`src/rtl/gt_pkg.sv`:
```
// Package: register addresses, control bit positions and the run-stage
// encoding shared by the watchdog timer modules.
package gt_pkg;
    localparam logic [1:0] ADDR_DELAY = 2'd0;
    localparam logic [1:0] ADDR_CTRL  = 2'd1;
    localparam logic [1:0] ADDR_COUNT = 2'd2;

    localparam int B_STATUS = 6;
    localparam int B_ENABLE = 5;
    localparam int B_PULSE  = 4;
    localparam int B_MINUTE = 3;
    localparam int B_POL    = 2;

    typedef enum logic [1:0] {
        ST_IDLE,
        ST_DELAY,
        ST_COUNT,
        ST_DONE
    } stage_t;
endpackage

```
`src/rtl/gt_tick_gen.sv`:
```
// Tick generator: divides the system clock into millisecond, second and
// minute strobes. Each strobe is one clock wide. A minute strobe coincides
// with a second strobe, which coincides with a millisecond strobe.
// Assumes every divider ratio is at least 2. 'restart' zeroes all stages
// so the next millisecond strobe arrives CLKS_PER_MS clocks later.
module gt_tick_gen #(
    parameter int CLKS_PER_MS = 50000,
    parameter int MS_PER_SEC  = 1000,
    parameter int SEC_PER_MIN = 60
) (
    input  logic clk,
    input  logic rst_n,
    input  logic restart,
    output logic ms_tick,
    output logic sec_tick,
    output logic min_tick
);
    localparam int CW = $clog2(CLKS_PER_MS);
    localparam int MW = $clog2(MS_PER_SEC);
    localparam int SW = $clog2(SEC_PER_MIN);

    logic [CW-1:0] clk_cnt;
    logic [MW-1:0] ms_cnt;
    logic [SW-1:0] sec_cnt;

    // Strobes decoded from the terminal count of each stage.
    always_comb begin
        ms_tick  = (clk_cnt == CW'(CLKS_PER_MS - 1));
        sec_tick = ms_tick && (ms_cnt == MW'(MS_PER_SEC - 1));
        min_tick = sec_tick && (sec_cnt == SW'(SEC_PER_MIN - 1));
    end

    // Cascaded wrap-around counters, cleared on reset or restart.
    always_ff @(posedge clk) begin
        if (!rst_n || restart) begin
            clk_cnt <= '0;
            ms_cnt  <= '0;
            sec_cnt <= '0;
        end else begin
            clk_cnt <= ms_tick ? '0 : clk_cnt + CW'(1);
            if (ms_tick) ms_cnt <= sec_tick ? '0 : ms_cnt + MW'(1);
            if (sec_tick) sec_cnt <= min_tick ? '0 : sec_cnt + SW'(1);
        end
    end
endmodule

```
`src/rtl/gt_regs.sv`:
```
// Register file: holds the start-up delay, the timeout count and the
// control byte, and serves reads combinationally. It decodes kicks: an
// enabling write while disabled, or a count write while enabled. It passes
// the count value to be loaded on that same edge. Status is set by expiry
// (which wins over a clear) and cleared by writing 1 to it.
module gt_regs
    import gt_pkg::*;
(
    input  logic       clk,
    input  logic       rst_n,
    input  logic       wr_en,
    input  logic [1:0] addr,
    input  logic [7:0] wdata,
    input  logic       expire_i,
    output logic [7:0] rdata,
    output logic [6:0] delay_o,
    output logic [7:0] load_count_o,
    output logic       en_o,
    output logic       pulse_o,
    output logic       minute_o,
    output logic       pol_o,
    output logic [1:0] width_o,
    output logic       status_o,
    output logic       kick_o
);
    logic [6:0] delay_q;
    logic [7:0] count_q;
    logic [4:0] cfg_q;      // pulse, minute, polarity, width[1:0]
    logic       en_q;
    logic       status_q;

    logic wr_delay, wr_ctrl, wr_count;

    // Address decode of the write strobe.
    always_comb begin
        wr_delay = wr_en && (addr == ADDR_DELAY);
        wr_ctrl  = wr_en && (addr == ADDR_CTRL);
        wr_count = wr_en && (addr == ADDR_COUNT);
    end

    // Kick detection and the count value that goes with it.
    always_comb begin
        kick_o       = (wr_ctrl && wdata[B_ENABLE] && !en_q) || (wr_count && en_q);
        load_count_o = wr_count ? wdata : count_q;
    end

    // Register storage with write-one-to-clear status.
    always_ff @(posedge clk) begin
        if (!rst_n) begin
            delay_q  <= '0;
            count_q  <= '0;
            cfg_q    <= '0;
            en_q     <= 1'b0;
            status_q <= 1'b0;
        end else begin
            if (wr_delay) delay_q <= wdata[6:0];
            if (wr_count) count_q <= wdata;
            if (wr_ctrl) begin
                cfg_q <= wdata[4:0];
                en_q  <= wdata[B_ENABLE];
            end
            if (expire_i)                         status_q <= 1'b1;
            else if (wr_ctrl && wdata[B_STATUS])  status_q <= 1'b0;
        end
    end

    // Read multiplexer; unused bits and addresses read as zero.
    always_comb begin
        case (addr)
            ADDR_DELAY: rdata = {1'b0, delay_q};
            ADDR_CTRL:  rdata = {1'b0, status_q, en_q, cfg_q};
            ADDR_COUNT: rdata = count_q;
            default:    rdata = 8'h00;
        endcase
    end

    assign delay_o  = delay_q;
    assign en_o     = en_q;
    assign pulse_o  = cfg_q[B_PULSE];
    assign minute_o = cfg_q[B_MINUTE];
    assign pol_o    = cfg_q[B_POL];
    assign width_o  = cfg_q[1:0];
    assign status_o = status_q;

    // expiry always leaves the status bit set on the next cycle.
    assert_status_sets_R5: assert property (@(posedge clk) disable iff (!rst_n)
        expire_i |=> status_q);

    // a control write with bit 6 low never clears status.
    assert_w1c_zero_keeps_R5: assert property (@(posedge clk) disable iff (!rst_n)
        (wr_ctrl && !wdata[B_STATUS] && status_q) |=> status_q);
endmodule

```
`src/rtl/gt_counter.sv`:
```
// Run sequencer: start-up delay stage (seconds), then timeout stage
// (seconds or minutes), then done. A kick loads both counts and enters the
// delay stage. Clearing enable returns to idle. A stage with a zero count
// ends on the cycle after entry. 'stage_done' and 'expire' are
// single-cycle strobes used to realign the tick generator.
module gt_counter
    import gt_pkg::*;
(
    input  logic       clk,
    input  logic       rst_n,
    input  logic       en_i,
    input  logic       kick_i,
    input  logic [6:0] delay_i,
    input  logic [7:0] count_i,
    input  logic       minute_i,
    input  logic       sec_tick,
    input  logic       min_tick,
    output logic       stage_done,
    output logic       expire
);
    stage_t     st;
    logic [6:0] delay_left;
    logic [7:0] count_left;
    logic       unit_tick;

    // Stage-end strobes and the tick of the selected unit.
    always_comb begin
        unit_tick  = minute_i ? min_tick : sec_tick;
        stage_done = en_i && !kick_i && (st == ST_DELAY) && (delay_left == '0);
        expire     = en_i && !kick_i && (st == ST_COUNT) && (count_left == '0);
    end

    // Stage register and down-counters.
    always_ff @(posedge clk) begin
        if (!rst_n) begin
            st         <= ST_IDLE;
            delay_left <= '0;
            count_left <= '0;
        end else if (kick_i) begin
            st         <= ST_DELAY;
            delay_left <= delay_i;
            count_left <= count_i;
        end else if (!en_i) begin
            st <= ST_IDLE;
        end else begin
            case (st)
                ST_DELAY: begin
                    if (delay_left == '0) st <= ST_COUNT;
                    else if (sec_tick)    delay_left <= delay_left - 7'd1;
                end
                ST_COUNT: begin
                    if (count_left == '0) st <= ST_DONE;
                    else if (unit_tick)   count_left <= count_left - 8'd1;
                end
                default: st <= st;
            endcase
        end
    end

    // an expiry is always followed by the done stage.
    assert_expire_to_done_R3: assert property (@(posedge clk) disable iff (!rst_n)
        expire |=> (st == ST_DONE));

    // without a kick the delay counter never grows.
    assert_delay_no_grow_R9: assert property (@(posedge clk) disable iff (!rst_n)
        ((st == ST_DELAY) && !kick_i) |=> (delay_left <= $past(delay_left)));
endmodule

```
`src/rtl/gt_out_shaper.sv`:
```
// Output shaper: in level mode the asserted state follows the status bit
// while enabled. In pulse mode one expiry starts a pulse lasting the
// selected number of millisecond ticks. The tick generator is realigned on
// expiry, so the pulse is exactly that many milliseconds. Polarity is
// applied last.
module gt_out_shaper #(
    parameter int PW0_MS  = 1,
    parameter int PW1_MS  = 20,
    parameter int PW2_MS  = 100,
    parameter int PW3_SEC = 4,
    parameter int MS_PER_SEC = 1000
) (
    input  logic       clk,
    input  logic       rst_n,
    input  logic       en_i,
    input  logic       expire_i,
    input  logic       pulse_i,
    input  logic       pol_i,
    input  logic [1:0] width_i,
    input  logic       status_i,
    input  logic       ms_tick,
    output logic       pin_o
);
    localparam int PW3_MS = PW3_SEC * MS_PER_SEC;
    localparam int PCW    = $clog2(PW0_MS + PW1_MS + PW2_MS + PW3_MS + 1);

    logic [PCW-1:0] pulse_left;
    logic [PCW-1:0] width_ms;
    logic           pulse_act;
    logic           active;

    // Width code to milliseconds.
    always_comb begin
        case (width_i)
            2'b00:   width_ms = PCW'(PW0_MS);
            2'b01:   width_ms = PCW'(PW1_MS);
            2'b10:   width_ms = PCW'(PW2_MS);
            default: width_ms = PCW'(PW3_MS);
        endcase
    end

    // Pulse timer: load on expiry, count down on millisecond ticks.
    always_ff @(posedge clk) begin
        if (!rst_n) begin
            pulse_act  <= 1'b0;
            pulse_left <= '0;
        end else if (!en_i) begin
            pulse_act  <= 1'b0;
        end else if (expire_i && pulse_i) begin
            pulse_act  <= 1'b1;
            pulse_left <= width_ms;
        end else if (pulse_act && ms_tick) begin
            if (pulse_left <= PCW'(1)) pulse_act <= 1'b0;
            pulse_left <= pulse_left - PCW'(1);
        end
    end

    // Combine level and pulse sources, then apply polarity.
    always_comb begin
        active = pulse_act || (!pulse_i && status_i && en_i);
        pin_o  = pol_i ? active : !active;
    end

    // a pulse only begins on an expiry.
    assert_pulse_from_expire_R7: assert property (@(posedge clk) disable iff (!rst_n)
        $rose(pulse_act) |-> $past(expire_i));

    // disabling the watchdog ends any pulse on the next cycle.
    assert_pulse_off_disabled_R6: assert property (@(posedge clk) disable iff (!rst_n)
        !en_i |=> !pulse_act);
endmodule

```
`src/rtl/guard_timer.sv`:
```
// Top level: register port, tick generator, run sequencer and output
// shaper. The tick generator is realigned on a kick, at the end of the
// start-up delay and at expiry, so every interval is an exact multiple of
// its unit measured from that edge. Synchronous active-low reset.
module guard_timer #(
    parameter int CLKS_PER_MS = 50000,
    parameter int MS_PER_SEC  = 1000,
    parameter int SEC_PER_MIN = 60,
    parameter int PW0_MS      = 1,
    parameter int PW1_MS      = 20,
    parameter int PW2_MS      = 100,
    parameter int PW3_SEC     = 4
) (
    input  logic       clk,
    input  logic       rst_n,
    input  logic       wr_en,
    input  logic [1:0] addr,
    input  logic [7:0] wdata,
    output logic [7:0] rdata,
    output logic       wdt_out
);
    logic [6:0] delay_v;
    logic [7:0] load_count;
    logic       en, pulse_mode, minute, pol, status, kick;
    logic [1:0] width_sel;
    logic       ms_tick, sec_tick, min_tick;
    logic       stage_done, expire, restart;

    // Timebase realignment points.
    always_comb restart = kick || stage_done || expire;

    gt_regs u_regs (
        .clk(clk), .rst_n(rst_n), .wr_en(wr_en), .addr(addr), .wdata(wdata),
        .expire_i(expire), .rdata(rdata), .delay_o(delay_v),
        .load_count_o(load_count), .en_o(en), .pulse_o(pulse_mode),
        .minute_o(minute), .pol_o(pol), .width_o(width_sel),
        .status_o(status), .kick_o(kick)
    );

    gt_tick_gen #(
        .CLKS_PER_MS(CLKS_PER_MS), .MS_PER_SEC(MS_PER_SEC), .SEC_PER_MIN(SEC_PER_MIN)
    ) u_ticks (
        .clk(clk), .rst_n(rst_n), .restart(restart),
        .ms_tick(ms_tick), .sec_tick(sec_tick), .min_tick(min_tick)
    );

    gt_counter u_count (
        .clk(clk), .rst_n(rst_n), .en_i(en), .kick_i(kick), .delay_i(delay_v),
        .count_i(load_count), .minute_i(minute), .sec_tick(sec_tick),
        .min_tick(min_tick), .stage_done(stage_done), .expire(expire)
    );

    gt_out_shaper #(
        .PW0_MS(PW0_MS), .PW1_MS(PW1_MS), .PW2_MS(PW2_MS), .PW3_SEC(PW3_SEC),
        .MS_PER_SEC(MS_PER_SEC)
    ) u_shape (
        .clk(clk), .rst_n(rst_n), .en_i(en), .expire_i(expire),
        .pulse_i(pulse_mode), .pol_i(pol), .width_i(width_sel),
        .status_i(status), .ms_tick(ms_tick), .pin_o(wdt_out)
    );

    // while disabled for two cycles, the pin rests at its inactive level.
    assert_idle_when_off_R6: assert property (@(posedge clk) disable iff (!rst_n)
        (!en && $past(!en)) |-> (wdt_out == !pol));
endmodule

```
`config.mk`:
```
export PLATFORM = sky130hd
export DESIGN_NAME = guard_timer
export DESIGN_NICKNAME = d
export VERILOG_FILES = /design/src/rtl/gt_pkg.sv /design/src/rtl/gt_tick_gen.sv /design/src/rtl/gt_regs.sv /design/src/rtl/gt_counter.sv /design/src/rtl/gt_out_shaper.sv /design/src/rtl/guard_timer.sv
export SDC_FILE = /design/constraint.sdc
export NUM_CORES = 1
export LEC_CHECK = 0
export ABC_AREA = 1
export CORE_MARGIN = 2
export CORE_UTILIZATION = 61
export DETAILED_ROUTE_END_ITERATION = 6
export GPL_TIMING_DRIVEN = 0
export PLACE_DENSITY = 0.81
export SYNTH_ARGS = -nofsm -noshare
export SYNTH_HDL_FRONTEND = slang
export SYNTH_HIERARCHICAL = 1
export SYNTH_SLANG_ARGS = --single-unit
```
`constraint.sdc`:
```
create_clock -name clk -period 2.9 [get_ports clk]
set_input_delay 0.58 -clock clk [delete_from_list [all_inputs] [get_ports clk]]
set_output_delay 0.58 -clock clk [all_outputs]
set_load 0.02 [all_outputs]
```
* Word level (Yosys, flattened, before mapping)
Index checks and enable logic that the tools add are counted.
** Storage, ports and cells
- Bits in registers :: 85
- Input port bits :: 13
- Word-level logic and storage cells :: 118
** Cells by class
- $add $sub $neg :: 6
- $lt $le $gt $ge :: 1
- Equal/unequal tests :: 16
- Mux-type cells :: 29
- Bitwise operators :: 2
- Reduce and logical (&&, ||, !) cells :: 50
** Operators with widths (count)
- 8-bit 2-to-1 mux :: 6
- 12-bit case mux with 3 select lines :: 1
- 7-bit 2-to-1 mux :: 5
- 13-bit 2-to-1 mux :: 2
- 8-bit case mux with 3 select lines :: 1
- 1-bit logical AND :: 18
- 2-bit nonzero test :: 9
- 16-bit by 1-bit adder with 16-bit output (second input constant) :: 1
- 16-bit == test (second input constant) :: 1
- 13-bit by 1-bit <= comparator with 1-bit output (second input constant) :: 1
- 13-bit by 1-bit subtractor with 13-bit output (second input constant) :: 1
- 10-bit by 1-bit adder with 10-bit output (second input constant) :: 1
- 10-bit == test (second input constant) :: 1
- 10-bit 2-to-1 mux :: 1
- 1-bit 2-to-1 mux :: 9
- 8-bit logical NOT :: 1
- 2-bit inequality test (second input constant) :: 4
- 4-bit inequality test (second input constant) :: 2
- 4-bit AND reduction :: 2
- 8-bit by 1-bit subtractor with 8-bit output (second input constant) :: 1
- 7-bit logical NOT :: 1
- 7-bit by 1-bit subtractor with 7-bit output (second input constant) :: 1
- 6-bit by 1-bit adder with 6-bit output (second input constant) :: 1
- 2-bit by 1-bit == test with 1-bit output (second input constant) :: 3
- 14 further kinds :: 30

* Depth between registers and ports, before layout
- Word-level depth :: 13
- Depth in mapped cells :: 15
- Depth with buffers taken out :: 15

* Modules after synthesis
The synthesis kept the hierarchy.
** Modules (own cells, without submodules)
- gt_tick_gen :: instances 1, cells an instance 262, area each 1750.4 um2, seq. area each 640.6 um2
- gt_counter :: instances 1, cells an instance 202, area each 1303.8 um2, seq. area each 340.3 um2
- gt_regs :: instances 1, cells an instance 161, area each 1067.3 um2, seq. area each 440.4 um2
- gt_out_shaper :: instances 1, cells an instance 151, area each 1023.5 um2, seq. area each 280.3 um2
- guard_timer :: instances 1, cells an instance 3, area each 11.3 um2, seq. area each 0.0 um2

* Worst setup path before layout
No wires, ideal clock.
- Path type :: input -> register
- Start point :: input port wr_en
- End point :: register u_shape.pulse_left[11]
- Library setup time :: 131 ps
- Arrival :: 2417 ps
- Data required time :: 2769 ps
- Path slack :: 352 ps
- Stages on the path :: 10
- Path through :: buf_2 > nand3_1 > o21ai_0 > clkbuf_1 > nor3_1 > nand2_2 > buf_6 > inv_4 > a21oi_1 > a21oi_1
** On the way
- Longest elaborated chain between the ends :: 11
- Elaborated cells between the ends (all ways) :: 14
** RTL lines
- start: declaration :: line guard_timer.sv:16 : input logic wr_en,
- 1-bit logical AND :: line gt_regs.sv:37 : wr_ctrl = wr_en && (addr == ADDR_CTRL);
- 1-bit logical AND (2 in series) :: line gt_regs.sv:43 : kick_o = (wr_ctrl && wdata[B_ENABLE] && !en_q) || (wr_count && en_q);
- 1-bit logical OR * :: line gt_regs.sv:43
- net kick :: line guard_timer.sv:24 : logic en, pulse_mode, minute, pol, status, kick;
- 1-bit logical NOT * :: line gt_counter.sv:30 : expire = en_i && !kick_i && (st == ST_COUNT) && (count_left == '0);
- 1-bit logical AND * (3 in series) :: line gt_counter.sv:30
- net expire :: line guard_timer.sv:27 : logic stage_done, expire, restart;
- 1-bit logical AND * :: line gt_out_shaper.sv:49 : end else if (expire_i && pulse_i) begin
- 2-bit nonzero test (no source line)
- 2-bit AND reduction (no source line)
- end signal: assignment :: line gt_out_shaper.sv:51 : pulse_left <= width_ms;
- end signal: assignment :: line gt_out_shaper.sv:54 : pulse_left <= pulse_left - PCW'(1);
- end: declaration :: line gt_out_shaper.sv:27 : logic [PCW-1:0] pulse_left;
The timed path passes the listed nets; every way through them passes the cells marked *.
A chain may end at the register's enable or synchronous reset.

* Worst setup path in the final report
- Start point :: register u_regs.en_q (netlist: u_regs/en_o)
- End point :: output port wdt_out
** On the way
- Longest elaborated chain between the ends :: 4
** RTL lines
- start: declaration :: line gt_regs.sv:29 : logic en_q;
- start signal: assignment :: line gt_regs.sv:60 : en_q <= wdata[B_ENABLE];
- 1-bit logical AND * :: line gt_out_shaper.sv:60 : active = pulse_act || (!pulse_i && status_i && en_i);
- 1-bit logical OR * :: line gt_out_shaper.sv:60
- 1-bit logical NOT :: line gt_out_shaper.sv:61 : pin_o = pol_i ? active : !active;
- 1-bit 2-to-1 mux * :: line gt_out_shaper.sv:61
- end: declaration :: line guard_timer.sv:20 : output logic wdt_out
Every way passes the cells marked *; elsewhere a longest branch is shown, timed or not.

==> impl_metrics.ini <==
[synth]
synth_top_area_share_pct = 33.0
synth_compound_area_share_pct = 12.3
synth_top_family_by_area = simple AND/OR/NAND/NOR gates
async_flop_share_pct = 0
synth_mux_area_share_pct = 0
synth_area_leaders = dfxtp_1 33%, nand2_1 14%, inv_1 7.1%
synthAdderAreaFrac_pct = 3.64
synth-seq-area-share_pct = 33.0
synth_top_cell_by_area = dfxtp_1
yosysWarnings = 6
synth_edf_count = 0
avgSynthCellArea_um2 = 6.62
syn_area_um2 = 5160
synth-simple-area-share_pct = 39.7
syn_nets = 807
synthXorXnorAreaFrac_pct = 1.70
ys_types = 41
synth_cells = 779
synth_seq_cells = 85
synth_ff_type = dfxtp_1

[critical_path]
endpoint_kind = output port
path_class = reg -> out
worstReg2RegStart = u_ticks/clk_cnt[0]
crit_arrival_ps = 2080
ff2ff_path_depth = 14
required_ps = 2320
r2r-end = u_count/count_left[1]
ff2ff_setup_slack_ps = 510
cp_cell_sequence = a31o_2, xnor2_1, clkdlybuf4s50_1
worst-path-max-fanout = 11
crit_slowest_cell = dfxtp_1
cp-start-kind = register
max_stage_delay_ps = 710

[global_route]
antenna_found_initial = 0
grtUsageMet3_pct = 4.54
track_usage_pct = 27.5
grt_pass1_vias = 4595
grt.met2_usage_pct = 46.4
grt_max_degree = 20
busiest_layer = met2
met1_usage_pct = 35.1
grt_pass1_wl_um = 20100
grt_overflow_total = 0

[timing]
fin_crit_sh_pct = 91.6
fin_skew_ps = 8.34
tightest_slew_ps = 701
max-slew-margin-rel_pct = 53.1
drv_slew = 0
timing.fmax_mhz = 377
hold_viol = 0
setup_viol = 0
rsz0062_at_grt = false
fin_ws_ps = 244
fin_crit_ps = 2660

[cts]
htreeDepth = 3
insertion_delay_ps = 340
clk_root_buffer_cell = clkbuf_8
path_clk_slew_ps = 80
cts_tree = yes
clock_sinks = 85
cts_buffers = 9
cts_buffer_depth = 2

[status]
status = complete, no violations

[floorplan]
die_h_um = 95.9
io_pins = 22
die_w_um = 95.9
rows = 33
coreArea_um2 = 8220
dieArea_um2 = 9200
initial_utilization_pct = 62.8

[routing]
viasPerCell = 5.48
vias = 5048
drt_pass1_iterations = 5
drt_iter0_markers = 317
drc_errors = 0
detail-route-antenna-nets = 0
wl_um = 12000
wire_per_inst_um = 13.0

[min_path]
whs_endpoint = u_ticks/clk_cnt[0]
whs_path_depth = 1
hold_start = u_ticks/clk_cnt[0]
hold_path.class = reg -> reg

[layout]
layout_common_cells = 191 x nand2_1, 98 x nor2_1, 98 x inv_1
layout_commonest_cell = nand2_1
area_growth_syn_to_layout_pct = 11.4
fin_nets = 840
num_antenna_cells = 0
nFillCells = 753
drive_gt1_share_pct = 12.1

[power]
power_mw = 2.37
ir_worst_vdd_v = 0.000269
cellPowerDensity_nw_per_um2 = 413
p_leak_nw = 2.52

[job]
drv_cap = 0

[place]
dp.final_hpwl_um = 8890
dp_slack_ps = -883
gp_congestion = 0.930
portBuffers = 21
-- registers in the layout (all words and copies together) (netlist names), 2 cells and up --
name / count
u_regs/count_q: 8
u_regs/delay_o: 7
u_count/delay_left: 7
u_ticks/sec_cnt: 6
u_count/st: 2
u_shape/pulse_left: 13
u_regs/cfg_q: 5
u_ticks/clk_cnt: 16
u_ticks/ms_cnt: 10
u_count/count_left: 8
-- worst max-delay path: cells and delay by family (launching register included) --
kind            cells  cell delay (ps)
flops               1              710
xor+xnor            1              140
compound gates      1              250
buf+inv             1              640
-- logic make-up (layout without fill, tap and decap cells) --
| kind of cell | after synthesis | in the layout |
|---|---|---|
| simple gates | 433 | 433 |
| buf+inv | 122 | 160 |
| compound gates | 114 | 114 |
| flops | 85 | 85 |
| fa+ha+maj | 15 | 15 |
| xor+xnor | 10 | 10 |
-- worst max-delay path by stage --
stage          slack, ps  cells after the start         from                     end
5_1_grt               70                     14        wr_en      u_ticks/clk_cnt[8]
3_3_place_gp        -860                     12      addr[0]  u_shape/pulse_left[11]
4_1_cts               70                     14      addr[1]   u_shape/pulse_left[4]
6_report             240                      3  u_regs/en_o                 wdt_out
2_1_floorplan        350                     10        wr_en  u_shape/pulse_left[11]
3_5_place_dp        -880                     12      addr[0]   u_shape/pulse_left[9]
-- metrics by stage --
| step | TNS [ps] | hold slack (ps) | utilization [%] | instances | area, um^2 |
|---|---|---|---|---|---|
| after floorplan | 0 | 418 | - | 779 | 5160 |
| after global placement | -33850 | 430 | 66.9 | 905 | 5500 |
| after detailed placement | -35580 | 446 | 66.9 | 905 | 5500 |
| after CTS | 0 | 461 | 69.6 | 921 | 5720 |
| after global routing | 0 | 468 | 69.9 | 922 | 5740 |
| final | 0 | 455 | 69.9 | 922 | 5740 |
-- where the power goes --
part | internal (mW) | switching, mW | leakage, nW
Sequential | 1.19 | 0.0227 | 0.688
Clock | 0.468 | 0.410 | 0.106
Combinational | 0.0974 | 0.179 | 1.72
Total | 1.76 | 0.612 | 2.52
-- what timing repair did --
| action | in CTS | in global routing |
|---|---|---|
| resized for setup | 14 | 6 |
| hold buffers | 0 | 0 |
| pin swaps | 0 | 1 |
| buffers inserted | 0 | 1 |
| setup endpoints to repair | 53 | 44 |
-- cell usage after synthesis, types with 3 or more instances --
library cell and n:
a21oi_1 54, a21oi_2 5, buf_2 5, buf_6 3, clkbuf_1 5, dfxtp_1 85
ha_1 15, inv_1 98, inv_2 7, nand2_1 191, nand2_2 11, nand2_4 7
nand3_1 65, nand4_1 9, nor2_1 98, nor2_2 9, nor2_4 12, nor3_1 15
nor3_2 3, o211ai_1 8, o21ai_0 38, o21ai_1 4, or2_2 3, xor2_1 9
-- layer usage --
metal / vias up / routed length [um]
met1: 2290 / 5400
met3: 29 / 792
met4: 0 / 240
met2: 171 / 5570
met5: - / 0
li1: 2558 / -
-- layout make-up --
cell class | instances | area [um^2] | share of cell area (%)
Inverter | 108 | 412 | 7.17
Clock buffer | 13 | 169 | 2.94
Tap cell | 105 | 131 | 2.29
Clock inverter | 3 | 42.5 | 0.741
Timing Repair Buffer | 22 | 214 | 3.72
Buffer | 14 | 90.1 | 1.57
Multi-Input combinational cell | 572 | 2980 | 51.9
Sequential cell | 85 | 1700 | 29.6
Power figures use the tool's default switching activity.
